**src/rtl/exc_dispatch_pkg.sv**
```systemverilog
// Shared constants and types for the exception dispatch unit.
// Assumes a 32-bit machine word and a status word whose low six bits are
// architectural (interrupt level, exception mode, user mode).
package exc_dispatch_pkg;
    localparam int XLEN       = 32;
    localparam int CAUSE_W    = 8;
    localparam int REG_ADDR_W = 5;
    localparam int IL_W       = 4;
    localparam int NUM_VEC    = 4;

    localparam int PS_EXCM_BIT = 4;
    localparam int PS_UM_BIT   = 5;

    localparam logic [XLEN-1:0] PS_IL_MASK   = 32'h0000_000F;
    localparam logic [XLEN-1:0] PS_EXCM_MASK = 32'h0000_0010;
    localparam logic [XLEN-1:0] PS_WMASK     = 32'h0000_003F;
    localparam logic [XLEN-1:0] PS_RESET     = 32'h0000_001F;

    typedef enum logic [1:0] {
        KIND_PLAIN    = 2'd0,
        KIND_BUSERR   = 2'd1,
        KIND_MISALIGN = 2'd2,
        KIND_RSVD     = 2'd3
    } req_kind_e;

    // Vector select bit positions
    localparam int VEC_KERNEL = 0;
    localparam int VEC_USER   = 1;
    localparam int VEC_DOUBLE = 2;
    localparam int VEC_DEBUG  = 3;

    // Register map
    localparam int RA_PS       = 0;
    localparam int RA_EPC1     = 1;
    localparam int RA_DEPC     = 2;
    localparam int RA_CAUSE    = 3;
    localparam int RA_VADDR    = 4;
    localparam int RA_DBGCAUSE = 5;
    localparam int RA_EPC_BASE = 8;
    localparam int RA_EPS_BASE = 16;

    typedef struct packed {
        logic [XLEN-1:0]    pc;
        logic [XLEN-1:0]    vaddr;
        logic [CAUSE_W-1:0] cause;
        logic               has_addr;
    } exc_info_t;
endpackage

```
**src/rtl/exc_cause_resolve.sv**
```systemverilog
// Resolves a general fault report into a valid flag and a final cause code.
// Assumes the core holds the request for the single cycle it is sampled.
module exc_cause_resolve
    import exc_dispatch_pkg::*;
#(
    parameter int TRAP_UNALIGNED  = 1,
    parameter int HW_ALIGN        = 0,
    parameter int FETCH_ERR_CAUSE = 12,
    parameter int DATA_ERR_CAUSE  = 13,
    parameter int ALIGN_CAUSE     = 9
) (
    input  logic               req_i,
    input  logic [1:0]         kind_i,
    input  logic [CAUSE_W-1:0] cause_i,
    input  logic               fetch_i,
    output logic               valid_o,
    output logic [CAUSE_W-1:0] cause_o
);
    localparam logic ALIGN_TRAPS = (TRAP_UNALIGNED != 0) && (HW_ALIGN == 0);
    localparam logic [CAUSE_W-1:0] FETCH_C = CAUSE_W'(FETCH_ERR_CAUSE);
    localparam logic [CAUSE_W-1:0] DATA_C  = CAUSE_W'(DATA_ERR_CAUSE);
    localparam logic [CAUSE_W-1:0] ALIGN_C = CAUSE_W'(ALIGN_CAUSE);

    // Pick the cause by fault kind and drop misaligned faults when not trapped
    always_comb begin
        valid_o = req_i;
        cause_o = cause_i;
        case (req_kind_e'(kind_i))
            KIND_BUSERR:   cause_o = fetch_i ? FETCH_C : DATA_C;
            KIND_MISALIGN: begin
                cause_o = ALIGN_C;
                valid_o = req_i && ALIGN_TRAPS;
            end
            default: ;
        endcase
    end
endmodule

```
**src/rtl/exc_arbiter.sv**
```systemverilog
// Decides which request is taken this cycle: an accepted debug request
// beats a general fault. Assumes the interrupt level comes from the
// current status register.
module exc_arbiter
    import exc_dispatch_pkg::*;
#(
    parameter int DEBUG_LEVEL = 6
) (
    input  logic            gen_valid_i,
    input  logic            dbg_req_i,
    input  logic [IL_W-1:0] cur_il_i,
    output logic            take_gen_o,
    output logic            take_dbg_o
);
    localparam logic [IL_W-1:0] DBG_IL = IL_W'(DEBUG_LEVEL);

    logic dbg_ok;

    // Gate debug by interrupt level, then grant at most one request
    always_comb begin
        dbg_ok     = dbg_req_i && (cur_il_i < DBG_IL);
        take_dbg_o = dbg_ok;
        take_gen_o = gen_valid_i && !dbg_ok;
    end
endmodule

```
**src/rtl/exc_state_regs.sv**
```systemverilog
// Exception state registers: status word, first-level PC, double-fault PC,
// cause, fault address, debug cause, and PC/status save registers per level.
// Assumes at most one of take_gen_i / take_dbg_i is high; exception updates
// override a software write in the same cycle.
module exc_state_regs
    import exc_dispatch_pkg::*;
#(
    parameter int HAS_DEPC    = 1,
    parameter int DEBUG_LEVEL = 6,
    parameter int LVL_MIN     = 2,
    parameter int LVL_MAX     = 7
) (
    input  logic                  clk,
    input  logic                  rst_n,
    input  logic                  take_gen_i,
    input  logic                  take_dbg_i,
    input  exc_info_t             info_i,
    input  logic [CAUSE_W-1:0]    dbg_cause_i,
    input  logic                  wr_i,
    input  logic [REG_ADDR_W-1:0] addr_i,
    input  logic [XLEN-1:0]       wdata_i,
    output logic [XLEN-1:0]       rdata_o,
    output logic [IL_W-1:0]       ps_il_o,
    output logic                  ps_excm_o,
    output logic                  ps_um_o
);
    localparam int NLVL = LVL_MAX - LVL_MIN + 1;
    localparam logic [IL_W-1:0] DBG_IL = IL_W'(DEBUG_LEVEL);

    logic [XLEN-1:0] ps_q, epc1_q, depc_q, cause_q, vaddr_q, dbgcause_q;
    logic [XLEN-1:0] ps_dbg_next;
    logic [NLVL-1:0][XLEN-1:0] epc_all, eps_all;
    int addr_int;

    assign addr_int = int'(addr_i);

    // Status value after debug entry: level raised, exception mode set
    always_comb begin
        ps_dbg_next = (ps_q & ~PS_IL_MASK) | PS_EXCM_MASK
                      | {{(XLEN-IL_W){1'b0}}, DBG_IL};
    end

    // Main register update: software write first, exception entry overrides
    always_ff @(posedge clk) begin
        if (!rst_n) begin
            ps_q       <= PS_RESET;
            epc1_q     <= '0;
            depc_q     <= '0;
            cause_q    <= '0;
            vaddr_q    <= '0;
            dbgcause_q <= '0;
        end else begin
            if (wr_i) begin
                case (addr_int)
                    RA_PS:       ps_q       <= wdata_i & PS_WMASK;
                    RA_EPC1:     epc1_q     <= wdata_i;
                    RA_DEPC:     if (HAS_DEPC != 0) depc_q <= wdata_i;
                    RA_CAUSE:    cause_q    <= wdata_i;
                    RA_VADDR:    vaddr_q    <= wdata_i;
                    RA_DBGCAUSE: dbgcause_q <= wdata_i;
                    default: ;
                endcase
            end
            if (take_gen_i) begin
                if (ps_q[PS_EXCM_BIT] && (HAS_DEPC != 0)) begin
                    depc_q <= info_i.pc;
                end else begin
                    epc1_q <= info_i.pc;
                end
                cause_q <= {{(XLEN-CAUSE_W){1'b0}}, info_i.cause};
                if (info_i.has_addr) begin
                    vaddr_q <= info_i.vaddr;
                end
                ps_q <= ps_q | PS_EXCM_MASK;
            end
            if (take_dbg_i) begin
                dbgcause_q <= {{(XLEN-CAUSE_W){1'b0}}, dbg_cause_i};
                ps_q       <= ps_dbg_next;
            end
        end
    end

    // One PC/status save pair per interrupt level
    for (genvar l = LVL_MIN; l <= LVL_MAX; l++) begin : g_lvl
        logic [XLEN-1:0] epc_r, eps_r;

        // Save on debug entry at this level, else take software writes
        always_ff @(posedge clk) begin
            if (!rst_n) begin
                epc_r <= '0;
                eps_r <= '0;
            end else begin
                if (wr_i && (addr_int == RA_EPC_BASE + l)) epc_r <= wdata_i;
                if (wr_i && (addr_int == RA_EPS_BASE + l)) eps_r <= wdata_i & PS_WMASK;
                if (take_dbg_i && (l == DEBUG_LEVEL)) begin
                    epc_r <= info_i.pc;
                    eps_r <= ps_q;
                end
            end
        end

        assign epc_all[l-LVL_MIN] = epc_r;
        assign eps_all[l-LVL_MIN] = eps_r;
    end

    // Read multiplexer for the register port
    always_comb begin
        rdata_o = '0;
        case (addr_int)
            RA_PS:       rdata_o = ps_q;
            RA_EPC1:     rdata_o = epc1_q;
            RA_DEPC:     rdata_o = depc_q;
            RA_CAUSE:    rdata_o = cause_q;
            RA_VADDR:    rdata_o = vaddr_q;
            RA_DBGCAUSE: rdata_o = dbgcause_q;
            default: ;
        endcase
        for (int l = LVL_MIN; l <= LVL_MAX; l++) begin
            if (addr_int == RA_EPC_BASE + l) rdata_o = epc_all[l-LVL_MIN];
            if (addr_int == RA_EPS_BASE + l) rdata_o = eps_all[l-LVL_MIN];
        end
    end

    assign ps_il_o   = ps_q[IL_W-1:0];
    assign ps_excm_o = ps_q[PS_EXCM_BIT];
    assign ps_um_o   = ps_q[PS_UM_BIT];

    // with a double-fault register, a nested fault leaves the first-level PC alone
    p_epc1_kept_nested_r2: assert property (@(posedge clk) disable iff (!rst_n)
        (HAS_DEPC != 0) && take_gen_i && ps_q[PS_EXCM_BIT] && !wr_i |=> $stable(epc1_q));

    // a fault without an address keeps the fault address register
    p_vaddr_kept_r4: assert property (@(posedge clk) disable iff (!rst_n)
        take_gen_i && !info_i.has_addr && !wr_i |=> $stable(vaddr_q));

    // debug entry raises the interrupt level to the debug level with exception mode
    p_debug_level_set_r8: assert property (@(posedge clk) disable iff (!rst_n)
        take_dbg_i |=> (ps_q[IL_W-1:0] == DBG_IL) && ps_q[PS_EXCM_BIT]);
endmodule

```
**src/rtl/exc_dispatch.sv**
```systemverilog
// Exception dispatch unit top: resolves the fault cause, arbitrates debug
// against general faults, updates the state registers and registers the
// take strobe and one-hot vector select. Assumes DEBUG_LEVEL is in 2..7.
module exc_dispatch
    import exc_dispatch_pkg::*;
#(
    parameter int HAS_DEPC        = 1,
    parameter int DEBUG_LEVEL     = 6,
    parameter int TRAP_UNALIGNED  = 1,
    parameter int HW_ALIGN        = 0,
    parameter int FETCH_ERR_CAUSE = 12,
    parameter int DATA_ERR_CAUSE  = 13,
    parameter int ALIGN_CAUSE     = 9
) (
    input  logic                  clk,
    input  logic                  rst_n,
    input  logic                  exc_req_i,
    input  logic [1:0]            exc_kind_i,
    input  logic [CAUSE_W-1:0]    exc_cause_i,
    input  logic                  exc_fetch_i,
    input  logic                  exc_has_addr_i,
    input  logic [XLEN-1:0]       exc_vaddr_i,
    input  logic [XLEN-1:0]       exc_pc_i,
    input  logic                  dbg_req_i,
    input  logic [CAUSE_W-1:0]    dbg_cause_i,
    input  logic                  reg_wr_i,
    input  logic [REG_ADDR_W-1:0] reg_addr_i,
    input  logic [XLEN-1:0]       reg_wdata_i,
    output logic [XLEN-1:0]       reg_rdata_o,
    output logic                  take_o,
    output logic [NUM_VEC-1:0]    vec_o
);
    localparam logic [IL_W-1:0] DBG_IL = IL_W'(DEBUG_LEVEL);

    logic               gen_valid;
    logic [CAUSE_W-1:0] gen_cause;
    logic               take_gen, take_dbg;
    logic [IL_W-1:0]    ps_il;
    logic               ps_excm, ps_um;
    logic [NUM_VEC-1:0] vec_next;
    exc_info_t          info;

    exc_cause_resolve #(
        .TRAP_UNALIGNED (TRAP_UNALIGNED),
        .HW_ALIGN       (HW_ALIGN),
        .FETCH_ERR_CAUSE(FETCH_ERR_CAUSE),
        .DATA_ERR_CAUSE (DATA_ERR_CAUSE),
        .ALIGN_CAUSE    (ALIGN_CAUSE)
    ) u_cause (
        .req_i  (exc_req_i),
        .kind_i (exc_kind_i),
        .cause_i(exc_cause_i),
        .fetch_i(exc_fetch_i),
        .valid_o(gen_valid),
        .cause_o(gen_cause)
    );

    exc_arbiter #(
        .DEBUG_LEVEL(DEBUG_LEVEL)
    ) u_arb (
        .gen_valid_i(gen_valid),
        .dbg_req_i  (dbg_req_i),
        .cur_il_i   (ps_il),
        .take_gen_o (take_gen),
        .take_dbg_o (take_dbg)
    );

    assign info.pc       = exc_pc_i;
    assign info.vaddr    = exc_vaddr_i;
    assign info.cause    = gen_cause;
    assign info.has_addr = exc_has_addr_i;

    exc_state_regs #(
        .HAS_DEPC   (HAS_DEPC),
        .DEBUG_LEVEL(DEBUG_LEVEL)
    ) u_regs (
        .clk        (clk),
        .rst_n      (rst_n),
        .take_gen_i (take_gen),
        .take_dbg_i (take_dbg),
        .info_i     (info),
        .dbg_cause_i(dbg_cause_i),
        .wr_i       (reg_wr_i),
        .addr_i     (reg_addr_i),
        .wdata_i    (reg_wdata_i),
        .rdata_o    (reg_rdata_o),
        .ps_il_o    (ps_il),
        .ps_excm_o  (ps_excm),
        .ps_um_o    (ps_um)
    );

    // Vector choice from the status bits seen before the entry
    always_comb begin
        vec_next = '0;
        if (take_dbg) begin
            vec_next[VEC_DEBUG] = 1'b1;
        end else if (take_gen) begin
            if (ps_excm)    vec_next[VEC_DOUBLE] = 1'b1;
            else if (ps_um) vec_next[VEC_USER]   = 1'b1;
            else            vec_next[VEC_KERNEL] = 1'b1;
        end
    end

    // Register the strobe and vector so both leave the block together
    always_ff @(posedge clk) begin
        if (!rst_n) begin
            take_o <= 1'b0;
            vec_o  <= '0;
        end else begin
            take_o <= take_gen || take_dbg;
            vec_o  <= vec_next;
        end
    end

    // exactly one vector bit while the strobe is high
    p_vec_onehot_r10: assert property (@(posedge clk) disable iff (!rst_n)
        take_o |-> ($countones(vec_o) == 1));

    // no vector bit without a strobe
    p_vec_idle_r10: assert property (@(posedge clk) disable iff (!rst_n)
        !take_o |-> (vec_o == '0));

    // every entry leaves exception mode set
    p_excm_after_take_r3: assert property (@(posedge clk) disable iff (!rst_n)
        take_o |-> ps_excm);

    // the double vector only follows a fault raised in exception mode
    p_double_needs_excm_r2: assert property (@(posedge clk) disable iff (!rst_n)
        take_o && vec_o[VEC_DOUBLE] |-> $past(ps_excm));

    // a debug entry only happens below the debug level
    p_debug_gated_r7: assert property (@(posedge clk) disable iff (!rst_n)
        take_o && vec_o[VEC_DEBUG] |-> ($past(ps_il) < DBG_IL));

    // an acceptable debug request always wins the cycle
    p_debug_first_r9: assert property (@(posedge clk) disable iff (!rst_n)
        dbg_req_i && (ps_il < DBG_IL) |=> take_o && vec_o[VEC_DEBUG]);

    // a first-level kernel fault dispatches to the kernel vector
    p_kernel_vec_r1: assert property (@(posedge clk) disable iff (!rst_n)
        take_gen && !ps_excm && !ps_um |=> take_o && vec_o[VEC_KERNEL]);
endmodule

```
**config.mk**
```make
export PLATFORM = sky130hd
export DESIGN_NAME = exc_dispatch
export DESIGN_NICKNAME = d
export VERILOG_FILES = /design/src/rtl/exc_dispatch_pkg.sv /design/src/rtl/exc_cause_resolve.sv /design/src/rtl/exc_arbiter.sv /design/src/rtl/exc_state_regs.sv /design/src/rtl/exc_dispatch.sv
export SDC_FILE = /design/constraint.sdc
export NUM_CORES = 1
export LEC_CHECK = 0
export CORE_MARGIN = 8
export CORE_UTILIZATION = 48
export DETAILED_ROUTE_END_ITERATION = 8
export MAX_ROUTING_LAYER = met4
export PLACE_DENSITY = 0.72
export SLEW_MARGIN = 30
export SYNTH_ARGS = -nofsm -noshare
export SYNTH_HDL_FRONTEND = slang
export SYNTH_SLANG_ARGS = --single-unit
export TNS_END_PERCENT = 30
```
**constraint.sdc**
```tcl
create_clock -name clk -period 2.8 [get_ports clk]
set_input_delay 0.56 -clock clk [delete_from_list [all_inputs] [get_ports clk]]
set_output_delay 0.56 -clock clk [all_outputs]
set_load 0.005 [all_outputs]
```
==> reports/metrics.csv <==
metric,value,unit
outcome,"finished, final reports clean",
min_path_type,reg2reg,
grt_pass1_vias,18300,
worstReg2RegStart,u_regs.ps_q[3],
drt-initial-drc-count,2391,
crit_fanout,25,
reg2reg_depth,6,
cts_root_buffer,clkbuf_16,
synth_ff_type,dfxtp_1,
antenna_found_initial,1,
cts_max_level,2,
nets,2633,
cts.sinks,399,
criticalPathCategory,in2out,
hpwl,47.4,mm
final_antenna_net_count,0,
min_path_cells,2,
synth_area,18500,um^2
yosysSeqAreaShare,0.431,
seq_area,7990,um^2
die_w,212,um
synth_seq_cells,399,
end_kind,primary output,
synth_top_cell_by_area,dfxtp_1,
clockBufferDepth,3,
cts_hold_buf,0,
fillCellCount,3288,
reg2reg_slack,1.01,ns
firstDrtPassIters,6,
start_kind,primary input,
grt_max_degree,64,
die_area,45100,um^2
hold_slack,0.454,ns
avgSynthCellArea,8.05,um^2
drive_above_1_share,0.176,
grtUsageTotal,0.317,
die_h,212,um
gp_congestion,0.976,
synth_area_leaders,"dfxtp_1 (43%), nand2_1 (11%), a21oi_1 (6.7%)",
synth.net_count,2429,
numCtsBuffers,43,
place.port_buffers,162,
crit_end,reg_rdata_o[8],
synth.top_cell.area_share,0.431,
syn2layout_area_growth,30.7,%
worstSetupStartpoint,reg_addr_i[0],
rsz0062_at_grt,yes,
max_freq,358,MHz
clk_pin_slew,0.06,ns
ys_types,65,
finalHoldViolCount,0,
via_count,18900,
p_leak,8.98,nW
async_reset_ff_frac,0,
slew_violations,0,
synth-edff-count,0,
clk_latency,0.58,ns
maxSlewHeadroom,0.404,
postSynthCellCount,2301,
finalCritPeriodShare,0.998,
core.rowCount,72,
setup_violations,0,
drt_wl_total,72.6,mm
grt_pass1_wl,108,mm
crit_arrival,2.23,ns
drc,0,
initial_utilization,0.483,
vias_per_cell,6.19,
wire_per_inst,23.7,um
cap_violations,0,
power,13.5,mW
period_needed,2.79,ns
io_pins,163,
reg2reg_to,u_regs.vaddr_q[30],
setup_slack,0.00564,ns
power.density,556,nW/um^2
globalRouteOverflowTotal,0,
worstPathRequired,2.24,ns
max_slew.worst_pin.slew,0.891,ns
multi_input_area,9800,um^2
cts_tree,done,
ys_warn_count,0,
pre_cts_slack,-1.08,ns
clock_skew,0.0106,ns
irDropWorstVdd,0.444,mV
core,38400,um^2
==> layer usage <==
| layer | track usage | vias to the layer above | wire [um] |
|---|---|---|---|
| li1 | - | 8606 | - |
| met3 | 0.0450 | 224 | 6040 |
| met5 | - | - | 0 |
| met1 | 0.399 | 9026 | 29300 |
| met2 | 0.500 | 1061 | 33700 |
| met4 | 0.147 | 0 | 3540 |
==> logic make-up (layout without fill, tap and decap cells) <==
group,Yosys count,in the layout,synth area share
simple gates,881,881,0.202
buf+inv,259,497,0.0639
mux,116,116,0.0627
other cells,0,1,0
flops,399,399,0.431
compound gates,644,644,0.239
fa+ha+maj,2,2,0.00135
==> sequential cells by signal, indices dropped and copies added, names as in the netlist <==
signal and count:
vec_o 4, u_regs.depc_q 32, u_regs.g_lvl.epc_r 192, u_regs.g_lvl.eps_r 36, u_regs.epc1_q 32, u_regs.vaddr_q 32
u_regs.dbgcause_q 32, u_regs.cause_q 32, take_o 1, u_regs.ps_q 6
==> layout by cell type (no fill, tap or decap), types with 11 or more instances in the layout <==
cell / netlist / final
a211oi_1: 98 / 98
a21oi_1: 247 / 246
a221oi_1: 54 / 26
a221oi_2: 0 / 27
a222oi_1: 28 / 28
a22o_1: 57 / 57
a22oi_1: 15 / 12
a311oi_1: 54 / 53
buf_12: 0 / 49
buf_2: 82 / 21
buf_4: 11 / 169
buf_6: 9 / 24
clkbuf_16: 0 / 48
clkdlybuf4s50_1: 0 / 124
dfxtp_1: 399 / 399
mux2i_1: 116 / 116
nand2_1: 527 / 527
nand2b_1: 14 / 11
nand3_1: 88 / 86
nor2_1: 175 / 169
o21ai_0: 39 / 36
==> per-stage QoR <==
stage	area, um^2	cells	setup TNS, ns	util
3_3_place_gp	21800	2941	-29.39	0.568
4_1_cts	23900	3041	-0.206	0.623
3_5_place_dp	21800	2941	-32.55	0.568
5_1_grt	24200	3058	-0.107	0.631
2_1_floorplan	18500	2301	0	-
6_report	24200	3058	0	0.631
==> power by group <==
group	internal, mW	switching, mW
Sequential	5.79	0.0690
Clock	3.91	2.44
Combinational	0.554	0.717
==> layout make-up <==
type | instances | share of cell area
sequential | 399 | 0.330
inverter | 10 | 0.00186
multi-input combinational | 1643 | 0.405
tap | 518 | 0.0268
timing repair buffer | 408 | 0.172
antenna | 1 | 0.000103
clock inverter | 20 | 0.0143
clock buffer | 59 | 0.0506
==> critical path: stages <==
cell,delay (ns)
buf_12,0.11
buf_12,0.13
buf_4,0.15
nand2b_4,0.10
buf_4,0.12
nor2_2,0.04
buf_12,0.18
a222oi_1,0.44
nand3_1,0.15
clkdlybuf4s15_2,0.23
==> worst min-delay path by stage <==
stage,startpoint,end,slack [ns]
after floorplan,u_regs.g_lvl[2].epc_r[2],u_regs.g_lvl[2].epc_r[2],0.43
after CTS,u_regs.g_lvl[3].epc_r[6],u_regs.g_lvl[3].epc_r[6],0.45
after global placement,u_regs.dbgcause_q[26],u_regs.dbgcause_q[26],0.44
final,u_regs.g_lvl[2].epc_r[29],u_regs.g_lvl[2].epc_r[29],0.45
after detailed placement,u_regs.g_lvl[3].epc_r[6],u_regs.g_lvl[3].epc_r[6],0.45
after global routing,u_regs.g_lvl[2].epc_r[12],u_regs.g_lvl[2].epc_r[12],0.47
==> timing repair <==
action / CTS / global route
setup buffers: 20 / 13
hold endpoints to repair: 0 / 0
setup endpoints to repair: 32 / 30
cloned: 2 / 5
pin swaps: 44 / 18
resized for setup: 218 / 42
==> synthesized netlist by cell type (all sizes together), types with 6 or more instances <==
| cell type | count |
|---|---|
| nor2b | 12 |
| and3b | 6 |
| and3 | 8 |
| nand3 | 90 |
| nand2 | 528 |
| a222oi | 28 |
| buf | 116 |
| nor2 | 182 |
| inv | 10 |
| a21oi | 247 |
| nor3 | 12 |
| a221oi | 54 |
| nand2b | 14 |
| o32ai | 6 |
| a311oi | 54 |
| mux2i | 116 |
| and2 | 10 |
| dfxtp | 399 |
| a32oi | 8 |
| a211oi | 98 |
| a22oi | 15 |
| clkbuf | 133 |
| o21ai | 41 |
| a22o | 57 |
Power figures use the tool's default switching activity.
